[config.mk]
export PLATFORM = sky130hd
export DESIGN_NAME = lrsc_monitor
export DESIGN_NICKNAME = d
export VERILOG_FILES = /design/src/rtl/lrsc_pkg.sv /design/src/rtl/lrsc_decode.sv /design/src/rtl/lrsc_region.sv /design/src/rtl/lrsc_resv.sv /design/src/rtl/lrsc_seq.sv /design/src/rtl/lrsc_monitor.sv
export SDC_FILE = /design/constraint.sdc
export NUM_CORES = 1
export LEC_CHECK = 0
export ABC_CLOCK_PERIOD_IN_PS = 2000
export BUFFER_PORTS_ARGS = -buffer_cell sky130_fd_sc_hd__buf_4
export CORE_AREA = 2 2 149 151
export DETAILED_ROUTE_END_ITERATION = 6
export DIE_AREA = 0 0 151 153
export HOLD_SLACK_MARGIN = 0.08
export MAX_ROUTING_LAYER = met4
export SKIP_CTS_REPAIR_TIMING = 1
export SYNTH_ARGS = -nofsm -noshare
export SYNTH_HDL_FRONTEND = slang
export SYNTH_SLANG_ARGS = --single-unit
export TNS_END_PERCENT = 5
[constraint.sdc]
create_clock -name clk -period 2 [get_ports clk]
set_clock_uncertainty 0.1 [all_clocks]
set_input_delay 0.1 -clock clk [delete_from_list [all_inputs] [get_ports clk]]
set_output_delay 0.1 -clock clk [all_outputs]
set_load 0.02 [all_outputs]
[src/rtl/lrsc_pkg.sv]
package lrsc_pkg;
    localparam logic [6:0] OPC_ATOMIC   = 7'b0101111;
    localparam logic [4:0] F5_LOADRES   = 5'b00010;
    localparam logic [4:0] F5_STORECOND = 5'b00011;
    localparam logic [2:0] F3_WORD      = 3'b010;

    typedef enum logic [1:0] {
        ST_IDLE  = 2'd0,
        ST_ISSUE = 2'd1,
        ST_RESP  = 2'd2
    } seq_state_e;

    typedef enum logic [1:0] {
        OP_NONE = 2'd0,
        OP_LR   = 2'd1,
        OP_SC   = 2'd2
    } op_kind_e;

    typedef struct packed {
        op_kind_e   kind;
        logic       aq;
        logic       rl;
        logic [4:0] rd;
        logic       bad;
    } dec_t;
endpackage

[src/rtl/lrsc_decode.sv]
module lrsc_decode
    import lrsc_pkg::*;
(
    input  logic [31:0] instr,
    output dec_t        dec
);
    logic [4:0] f5;
    logic [4:0] src2;
    logic [2:0] f3;
    logic [6:0] opc;
    logic       unused_addr_field;

    assign unused_addr_field = ^instr[19:15];

    always_comb begin
        f5   = instr[31:27];
        src2 = instr[24:20];
        f3   = instr[14:12];
        opc  = instr[6:0];
        dec.aq = instr[26];
        dec.rl = instr[25];
        dec.rd = instr[11:7];
        if (f5 == F5_LOADRES) begin
            dec.kind = OP_LR;
        end else if (f5 == F5_STORECOND) begin
            dec.kind = OP_SC;
        end else begin
            dec.kind = OP_NONE;
        end
        dec.bad = (opc != OPC_ATOMIC) || (f3 != F3_WORD) || (dec.kind == OP_NONE)
                  || ((dec.kind == OP_LR) && (src2 != 5'd0));
    end
endmodule

[src/rtl/lrsc_region.sv]
module lrsc_region #(
    parameter int              AW         = 32,
    parameter logic [AW-1:0]   NONEV_MASK = 32'hF000_0000,
    parameter logic [AW-1:0]   NONEV_BASE = 32'hF000_0000
) (
    input  logic [AW-1:0] addr,
    output logic          eventual
);
    assign eventual = ((addr & NONEV_MASK) != NONEV_BASE);
endmodule

[src/rtl/lrsc_resv.sv]
module lrsc_resv #(
    parameter int TAGW = 28
) (
    input  logic            clk,
    input  logic            rst_n,
    input  logic            set,
    input  logic            clr,
    input  logic [TAGW-1:0] set_tag,
    input  logic            snoop_valid,
    input  logic [TAGW-1:0] snoop_tag,
    output logic            valid,
    output logic [TAGW-1:0] tag
);
    always_ff @(posedge clk or negedge rst_n) begin
        if (!rst_n) begin
            valid <= 1'b0;
            tag   <= '0;
        end else if (set) begin
            tag   <= set_tag;
            valid <= !(snoop_valid && (snoop_tag == set_tag));
        end else if (clr) begin
            valid <= 1'b0;
        end else if (snoop_valid && (snoop_tag == tag)) begin
            valid <= 1'b0;
        end
    end
endmodule

[src/rtl/lrsc_seq.sv]
module lrsc_seq
    import lrsc_pkg::*;
#(
    parameter int XLEN = 32,
    parameter int AW   = 32,
    parameter int GB   = 4,
    localparam int TAGW = AW - GB,
    localparam int WAW  = AW - 2
) (
    input  logic            clk,
    input  logic            rst_n,
    input  logic            instr_valid,
    input  dec_t            dec_in,
    input  logic [AW-1:0]   rs1_addr,
    input  logic [31:0]     rs2_data,
    input  logic            eventual,
    input  logic            resv_valid,
    input  logic [TAGW-1:0] resv_tag,
    input  logic [31:0]     mem_rdata,
    output logic [AW-1:0]   lat_addr,
    output logic            resv_set,
    output logic            resv_clr,
    output logic [TAGW-1:0] resv_tag_new,
    output logic            mem_req,
    output logic            mem_we,
    output logic [WAW-1:0]  mem_addr,
    output logic [31:0]     mem_wdata,
    output logic            busy,
    output logic            done,
    output logic            rd_we,
    output logic [4:0]      rd_idx,
    output logic [XLEN-1:0] rd_data,
    output logic            illegal,
    output logic            ord_aq,
    output logic            ord_rl,
    output logic            op_is_sc
);
    seq_state_e      state, state_nx;
    dec_t            lat_dec;
    logic [31:0]     lat_data;
    logic            sc_ok, sc_ok_q;
    logic            is_lr, is_sc;
    logic [XLEN-1:0] ld_ext;
    logic            unused_low;

    assign unused_low = ^lat_addr[1:0];

    generate
        if (XLEN > 32) begin : g_sext
            assign ld_ext = {{(XLEN-32){mem_rdata[31]}}, mem_rdata};
        end else begin : g_same
            assign ld_ext = mem_rdata;
        end
    endgenerate

    // state register
    always_ff @(posedge clk or negedge rst_n) begin
        if (!rst_n) state <= ST_IDLE;
        else        state <= state_nx;
    end

    // transitions: accept, issue, retire
    always_comb begin
        state_nx = state;
        unique case (state)
            ST_IDLE:  if (instr_valid) state_nx = ST_ISSUE;
            ST_ISSUE: state_nx = ST_RESP;
            ST_RESP:  state_nx = ST_IDLE;
            default:  state_nx = ST_IDLE;
        endcase
    end

    // operand capture and decision capture
    always_ff @(posedge clk or negedge rst_n) begin
        if (!rst_n) begin
            lat_dec  <= '0;
            lat_addr <= '0;
            lat_data <= '0;
            sc_ok_q  <= 1'b0;
        end else begin
            if (state == ST_IDLE && instr_valid) begin
                lat_dec  <= dec_in;
                lat_addr <= rs1_addr;
                lat_data <= rs2_data;
            end
            if (state == ST_ISSUE) sc_ok_q <= sc_ok;
        end
    end

    assign is_lr = (lat_dec.kind == OP_LR) && !lat_dec.bad;
    assign is_sc = (lat_dec.kind == OP_SC) && !lat_dec.bad;
    assign sc_ok = is_sc && resv_valid && eventual && (resv_tag == lat_addr[AW-1:GB]);

    // outputs
    always_comb begin
        mem_req      = 1'b0;
        mem_we       = 1'b0;
        mem_addr     = lat_addr[AW-1:2];
        mem_wdata    = lat_data;
        resv_set     = 1'b0;
        resv_clr     = 1'b0;
        resv_tag_new = lat_addr[AW-1:GB];
        busy         = 1'b0;
        done         = 1'b0;
        rd_we        = 1'b0;
        rd_idx       = lat_dec.rd;
        rd_data      = '0;
        illegal      = 1'b0;
        ord_aq       = 1'b0;
        ord_rl       = 1'b0;
        op_is_sc     = 1'b0;
        unique case (state)
            ST_IDLE: begin
            end
            ST_ISSUE: begin
                busy     = 1'b1;
                ord_aq   = lat_dec.aq;
                ord_rl   = lat_dec.rl;
                mem_req  = is_lr || sc_ok;
                mem_we   = sc_ok;
                resv_set = is_lr;
                resv_clr = is_sc;
            end
            ST_RESP: begin
                busy     = 1'b1;
                done     = 1'b1;
                ord_aq   = lat_dec.aq;
                ord_rl   = lat_dec.rl;
                illegal  = lat_dec.bad;
                rd_we    = !lat_dec.bad;
                op_is_sc = is_sc;
                if (is_lr)      rd_data = ld_ext;
                else if (is_sc) rd_data = sc_ok_q ? '0 : {{(XLEN-1){1'b0}}, 1'b1};
            end
            default: begin
            end
        endcase
    end
endmodule

[src/rtl/lrsc_monitor.sv]
module lrsc_monitor
    import lrsc_pkg::*;
#(
    parameter int            XLEN       = 32,
    parameter int            AW         = 32,
    parameter int            GRAN_BYTES = 16,
    parameter logic [AW-1:0] NONEV_MASK = 32'hF000_0000,
    parameter logic [AW-1:0] NONEV_BASE = 32'hF000_0000
) (
    input  logic            clk,
    input  logic            rst_n,
    input  logic            instr_valid,
    input  logic [31:0]     instr,
    input  logic [AW-1:0]   rs1_addr,
    input  logic [31:0]     rs2_data,
    input  logic            snoop_valid,
    input  logic [AW-1:0]   snoop_addr,
    output logic            mem_req,
    output logic            mem_we,
    output logic [AW-3:0]   mem_addr,
    output logic [31:0]     mem_wdata,
    input  logic [31:0]     mem_rdata,
    output logic            busy,
    output logic            done,
    output logic            rd_we,
    output logic [4:0]      rd_idx,
    output logic [XLEN-1:0] rd_data,
    output logic            illegal,
    output logic            ord_aq,
    output logic            ord_rl
);
    localparam int GB   = $clog2(GRAN_BYTES);
    localparam int TAGW = AW - GB;

    dec_t            dec;
    logic [AW-1:0]   lat_addr;
    logic            eventual;
    logic            resv_valid, resv_set, resv_clr;
    logic [TAGW-1:0] resv_tag, resv_tag_new, snoop_tag;
    logic            snoop_hit;
    logic            op_is_sc;
    logic            unused_snoop_low;

    assign snoop_tag        = snoop_addr[AW-1:GB];
    assign unused_snoop_low = ^snoop_addr[GB-1:0];
    assign snoop_hit        = snoop_valid && (snoop_tag == resv_tag);

    lrsc_decode u_dec (.instr(instr), .dec(dec));

    lrsc_region #(.AW(AW), .NONEV_MASK(NONEV_MASK), .NONEV_BASE(NONEV_BASE)) u_region (
        .addr(lat_addr), .eventual(eventual)
    );

    lrsc_resv #(.TAGW(TAGW)) u_resv (
        .clk(clk), .rst_n(rst_n), .set(resv_set), .clr(resv_clr), .set_tag(resv_tag_new),
        .snoop_valid(snoop_valid), .snoop_tag(snoop_tag), .valid(resv_valid), .tag(resv_tag)
    );

    lrsc_seq #(.XLEN(XLEN), .AW(AW), .GB(GB)) u_seq (
        .clk(clk), .rst_n(rst_n), .instr_valid(instr_valid), .dec_in(dec),
        .rs1_addr(rs1_addr), .rs2_data(rs2_data), .eventual(eventual),
        .resv_valid(resv_valid), .resv_tag(resv_tag), .mem_rdata(mem_rdata),
        .lat_addr(lat_addr), .resv_set(resv_set), .resv_clr(resv_clr),
        .resv_tag_new(resv_tag_new), .mem_req(mem_req), .mem_we(mem_we),
        .mem_addr(mem_addr), .mem_wdata(mem_wdata), .busy(busy), .done(done),
        .rd_we(rd_we), .rd_idx(rd_idx), .rd_data(rd_data), .illegal(illegal),
        .ord_aq(ord_aq), .ord_rl(ord_rl), .op_is_sc(op_is_sc)
    );
endmodule

* Word-level counts from Yosys, hierarchy flattened
Index checks and enable logic that the tools add are counted.
** Cells by class
- Add/sub/neg operators :: 0
- $lt $le $gt $ge :: 0
- Mux-type cells :: 21
- Equal/unequal tests :: 14
- Bitwise gates (word level) :: 0
- Shifts and indexed selects :: 0
- Div/mod/pow operators :: 0
- Multiply operators :: 0
- Reductions and logical operators :: 20
** Operators by type and width (count)
- $mux 32 :: 3
- $eq 28x28->1 :: 3
- $mux 1 :: 14
- $eq 5x2->1 const B :: 2
- $logic_and 1x1->1 :: 9
- $ne 7x6->1 const B :: 1
- $eq 2x1->1 const B :: 3
- $mux 2 :: 3
- $reduce_bool 5->1 :: 1
- $eq 2x2->1 const B :: 2
- $logic_not 2->1 :: 2
- $logic_or 1x1->1 :: 4
- $ne 4x4->1 const B :: 1
- $pmux 2 s2 :: 1
- $ne 3x2->1 const B :: 1
- $reduce_bool 3->1 :: 1
- $logic_not 1->1 :: 2
- $ne 2x2->1 const B :: 1
- $reduce_or 2->1 :: 1
** Word-level totals
- Logic and storage cells :: 66
- Bits in latches :: 0
- RAM bits :: 0
- Register bits after elaboration :: 106
- Bits in read-only memories :: 0
- Input bits :: 164
- Memories :: 0

* Depth between registers and ports, before layout
- Word-level depth :: 7
- Mapped depth :: 8
- Depth with buffers taken out :: 7

* Modules after synthesis
A second synthesis with hierarchy kept.
** Unflattened totals
- Cell total of the unflattened synthesis :: 482
- Area total of the unflattened synthesis :: 5788.1 µm²
** By module, submodules not included
- lrsc_seq :: instances 1, cells each 325, seq. area each 1926.8 µm², area each 3985.1 µm²
- lrsc_resv :: instances 1, cells each 139, seq. area each 725.7 µm², area each 1677.9 µm²
- lrsc_decode :: instances 1, cells each 17, seq. area each 0.0 µm², area each 118.9 µm²
- lrsc_region :: instances 1, cells each 1, seq. area each 0.0 µm², area each 6.3 µm²

* Worst setup path after synthesis
No wires, ideal clock.
- Kind :: reg2out
- Start :: register u_seq.state[0]
- End :: output rd_data[0]
- Path slack :: 96 ps
- Buffers on the path :: 1
- Arrival :: 1704 ps
- Required time :: 1800 ps
- Cell stages (with the launch flop) :: 6
- Path through :: dfrtp_1 -> inv_1 -> ha_1 -> and2b_1 -> clkbuf_1 -> nor2b_1
** Between the ends
- Word-level cells in the longest chain between the ends :: 2
** Ends and longest elaborated chain
- from (decl) :: line lrsc_seq.sv:38 : seq_state_e state, state_nx;
- from (signal assigned) :: line lrsc_seq.sv:59 : else state <= state_nx;
- $eq 2x2->1 :: line lrsc_seq.sv:112 : unique case (state)
- $mux 32 :: line lrsc_seq.sv:112
- to (decl) :: line lrsc_monitor.sv:27 : output logic [XLEN-1:0] rd_data,
Every way passes these cells.

* Final worst setup path
- Start :: register u_resv.tag[12]
- End :: output mem_we
** Between the ends
- Word-level cells in the longest chain between the ends :: 3
** Ends and longest elaborated chain
- from (decl) :: line lrsc_resv.sv:12 : output logic [TAGW-1:0] tag
- from (signal assigned) :: line lrsc_resv.sv:19 : tag <= set_tag;
- $eq 28x28->1 :: line lrsc_seq.sv:92 : assign sc_ok = is_sc && resv_valid && eventual && (resv_tag == lat_addr[AW-1:GB]);
- $logic_and 1x1->1 :: line lrsc_seq.sv:92
- $mux 1 :: line lrsc_seq.sv:112
- to (decl) :: line lrsc_monitor.sv:19 : output logic mem_we,
Every way passes these cells.

==> flow_summary_export.csv <==
group,metric,value,unit
clock_network,cts-buffers-inserted,9,
routing,dr.pass1.iters,4,
routing,wire_per_inst,16.3,um
sta,final-hold-violation-count,0,
global_routing,antenna_found_initial,0,
setup_path,worst_path_largest_cell_delay,420,ps
sta,timing.final.crit_share,112,%
global_routing,grt_max_degree,41,
placed_design,gp_congestion,0.732,
power,p_leak,4.41,nW
setup_path,cp_num_buf_inv,4,
die,initial_core_util,24.6,%
power,vdd_drop_max,758,uV
clock_network,cts_tree,"yes",
outcome,violations,"setup timing",
setup_path,end_kind,"output port",
sta,tightest_slew,508,ps
die,io_pins,271,
global_routing,grtUsageTotal,14.5,%
synth,ys_seq_area_share,49.2,%
setup_path,crit_chain,"xnor2_2 -> nand4_1 -> nor4_2 -> buf_4 -> nand4_1 -> buf_4 -> inv_2 -> buf_6",
layout,final_nets,965,
layout,final_core_util,42.3,%
die,core-area,21500,um^2
routing,routed-via-count,4572,
sta,rsz0062_at_grt,"yes",
synth,synth.avg_cell_area,12.8,um^2
placed_design,port_buffers,259,
die,die_width,151,um
setup_path,crit_family,"simple AND/OR/NAND/NOR gates",
routing,post-route-drc-count,0,
global_routing,grt_pass1_wl,24.7,mm
placed_design,hpwl,13.1,mm
synth,yosys.area_share.simple,10.6,%
layout,layout_common_cells,"buf_4 (304), dfrtp_1 (104), mux2_2 (88), dlygate4sd3_1 (81), xor2_1 (41)",
sta,setup_ws,-230,ps
clock_network,clk_pin_slew_worst_paths,80,ps
clock_network,cts.sinks,104,
global_routing,grt_pass1_vias,4501,
placed_design,pre_cts_ws,40.1,ps
power,power,10.7,mW
setup_path,cp-start-kind,"flip-flop",
flow_run,drv_cap,0,
synth,synthesis.nets,582,
layout,final-seq-area,2600,um^2
sta,setup_viol_count_final,2,
layout,multi_input_area,2570,um^2
layout,layout-drive-gt1-share,55.0,%
min_path,hold_path.class,"in -> reg",
sta,max_freq,0.448,GHz
layout,diodes,0,
clock_network,clockBufferDepth,2,
setup_path,path_max_fanout,2,
synth,synth.distinct_cells,37,
setup_path,worstSetupStartpoint,"u_resv.tag[12]",
sta,layout_min_cycle_time,2230,ps
placed_design,placed_area,7940,um^2
power,powerDensity,1170,nW/um^2
synth,muxShareOfSynthArea,21.0,%
synth,synth_top_family_by_area,"multiplexers",
synth,synthCells,414,
synth,ys_warn_count,0,
setup_path,cp.arrival,2030,ps
die,rows,54,
global_routing,gr-total-overflow,0,
synth,synthAdderAreaFrac,0.945,%
clock_network,root_buffer,"clkbuf_16",
synth,synth_area,5290,um^2
die,fp.dieArea,23100,um^2
setup_path,critPathRequiredTime,1800,ps
layout,fill_cells,2054,
die,die_h,153,um
routing,postRouteAntennaNets,0,
outcome,outcome,"finished, violations left",
synth,synth-compound-area-share,1.65,%
layout,finish.instance_area,9100,um^2
setup_path,crit_slowest_cell,"dfrtp_1",
clock_network,htreeDepth,3,
sta,slew_headroom,66.1,%
synth,synth-seq-cells,104,
routing,drt_iter0_markers,165,
min_path,min_from,"instr[5]",
routing,drt_wl_total,17.6,mm
synth,synth-xor-area-share,13.7,%
setup_path,regToRegStartpoint,"u_seq.lat_addr[16]",
layout,final_common_cell,"buf_4",
sta,final-max-slew-violation-count,0,
routing,viasPerCell,4.23,
layout,area_delta_synth_final,71.9,%
clock_network,clkLatencyLatePin,350,ps
setup_path,critPathKind,"reg -> out",
-- cells in the mapped netlist --
cell       number  share of area, %
or4_1           1              0.14
nor2b_4         2              0.52
nor4_1          9               1.1
inv_1           6              0.43
a41oi_1         1              0.17
nor3b_1         1              0.14
buf_6           1              0.21
and2_1          3              0.35
o21bai_1        1              0.14
buf_2           7              0.66
mux2_2         88                19
xor2_1         41               6.8
nand4_1        14               1.7
and2b_1         1              0.14
buf_4           6              0.85
nand2b_1        2              0.24
buf_12          1              0.38
nor3_1          2              0.19
nor2b_1         2              0.24
a22o_1          1              0.17
nand2_1         8              0.57
o21ai_0         7              0.66
xnor2_1        42               6.9
nor2_1          1             0.071
dfrtp_1       104                49
ha_1            4              0.95
and2_4          1              0.17
o2111ai_1       1              0.17
a21oi_1         1             0.094
a22oi_1         1              0.14
and3_1         32               3.8
o22ai_1         1              0.12
mux2_4          8               2.3
nand3_1         2              0.19
nor4_2          4              0.95
clkbuf_1        6              0.43
nor4b_1         1              0.17
-- report_power, final --
group	internal [mW]	switching, mW
Sequential	2.86	0.523
Clock	0.986	0.863
Combinational	2.79	2.65
Total	6.64	4.03
-- path summary, 6_finish.rpt --
path	end	slack [ps]	cells past startpoint
worst max-delay path	mem_we	-230	8
worst min register to register	u_seq.lat_dec[7]	410	1
min in group asynchronous	u_seq.lat_addr[24]	160	2
max in group asynchronous	u_seq.sc_ok_q	1070	3
worst min-delay path	u_seq.lat_dec[0]	110	3
worst max register to register	u_resv.valid	120	7
-- layout make-up --
type / instances / share of cell area (%)
flip-flops and latches: 104 / 28.6
repair buffers: 393 / 35.7
inverters: 6 / 0.248
clock buffers: 9 / 2.48
clock inverters: 7 / 0.866
multi-input cells: 283 / 28.3
well taps: 280 / 3.85
-- registers in the layout (all words and copies together), names as in the netlist --
| signal | count |
|---|---|
| u_seq.sc_ok_q | 1 |
| u_seq.lat_dec | 5 |
| u_seq.rd_idx | 5 |
| u_seq.lat_addr | 30 |
| u_resv.valid | 1 |
| u_seq.mem_wdata | 32 |
| u_seq.state | 2 |
| u_resv.tag | 28 |
-- worst register-to-register path, stage by stage, from the launching register on --
cell     delay [ps]
dfrtp_1         410
buf_4           160
xor2_1          140
nor4_1          370
buf_4           180
nand4_1         110
nor4_2          180
o22ai_1         110
-- metal layers --
metal	up-vias	share of wire (%)	global-route usage [%]
li1	2222	-	-
met1	2205	47	19.2
met4	0	0.66	2.67
met3	10	5.0	4.03
met5	-	0	-
met2	135	48	22.3
-- through the flow --
| stage | hold WS, ps | TNS (ps) | std cells |
|---|---|---|---|
| finish | 111 | -439 | 1082 |
| global route | 120 | -714 | 1082 |
| CTS | -380 | -775 | 1001 |
| detailed placement | 3.61 | 0 | 985 |
| global placement | 1.64 | 0 | 985 |
| floorplan | -296 | 0 | 414 |
-- kinds of logic (layout without fill, tap and decap cells) --
| family | Yosys count | after routing |
|---|---|---|
| flops | 104 | 104 |
| compound gates | 14 | 14 |
| simple gates | 86 | 86 |
| xor+xnor | 83 | 83 |
| fa+ha+maj | 4 | 4 |
| mux | 96 | 96 |
| buf+inv | 27 | 415 |
Note: power is estimated with default switching activity, not from simulation.
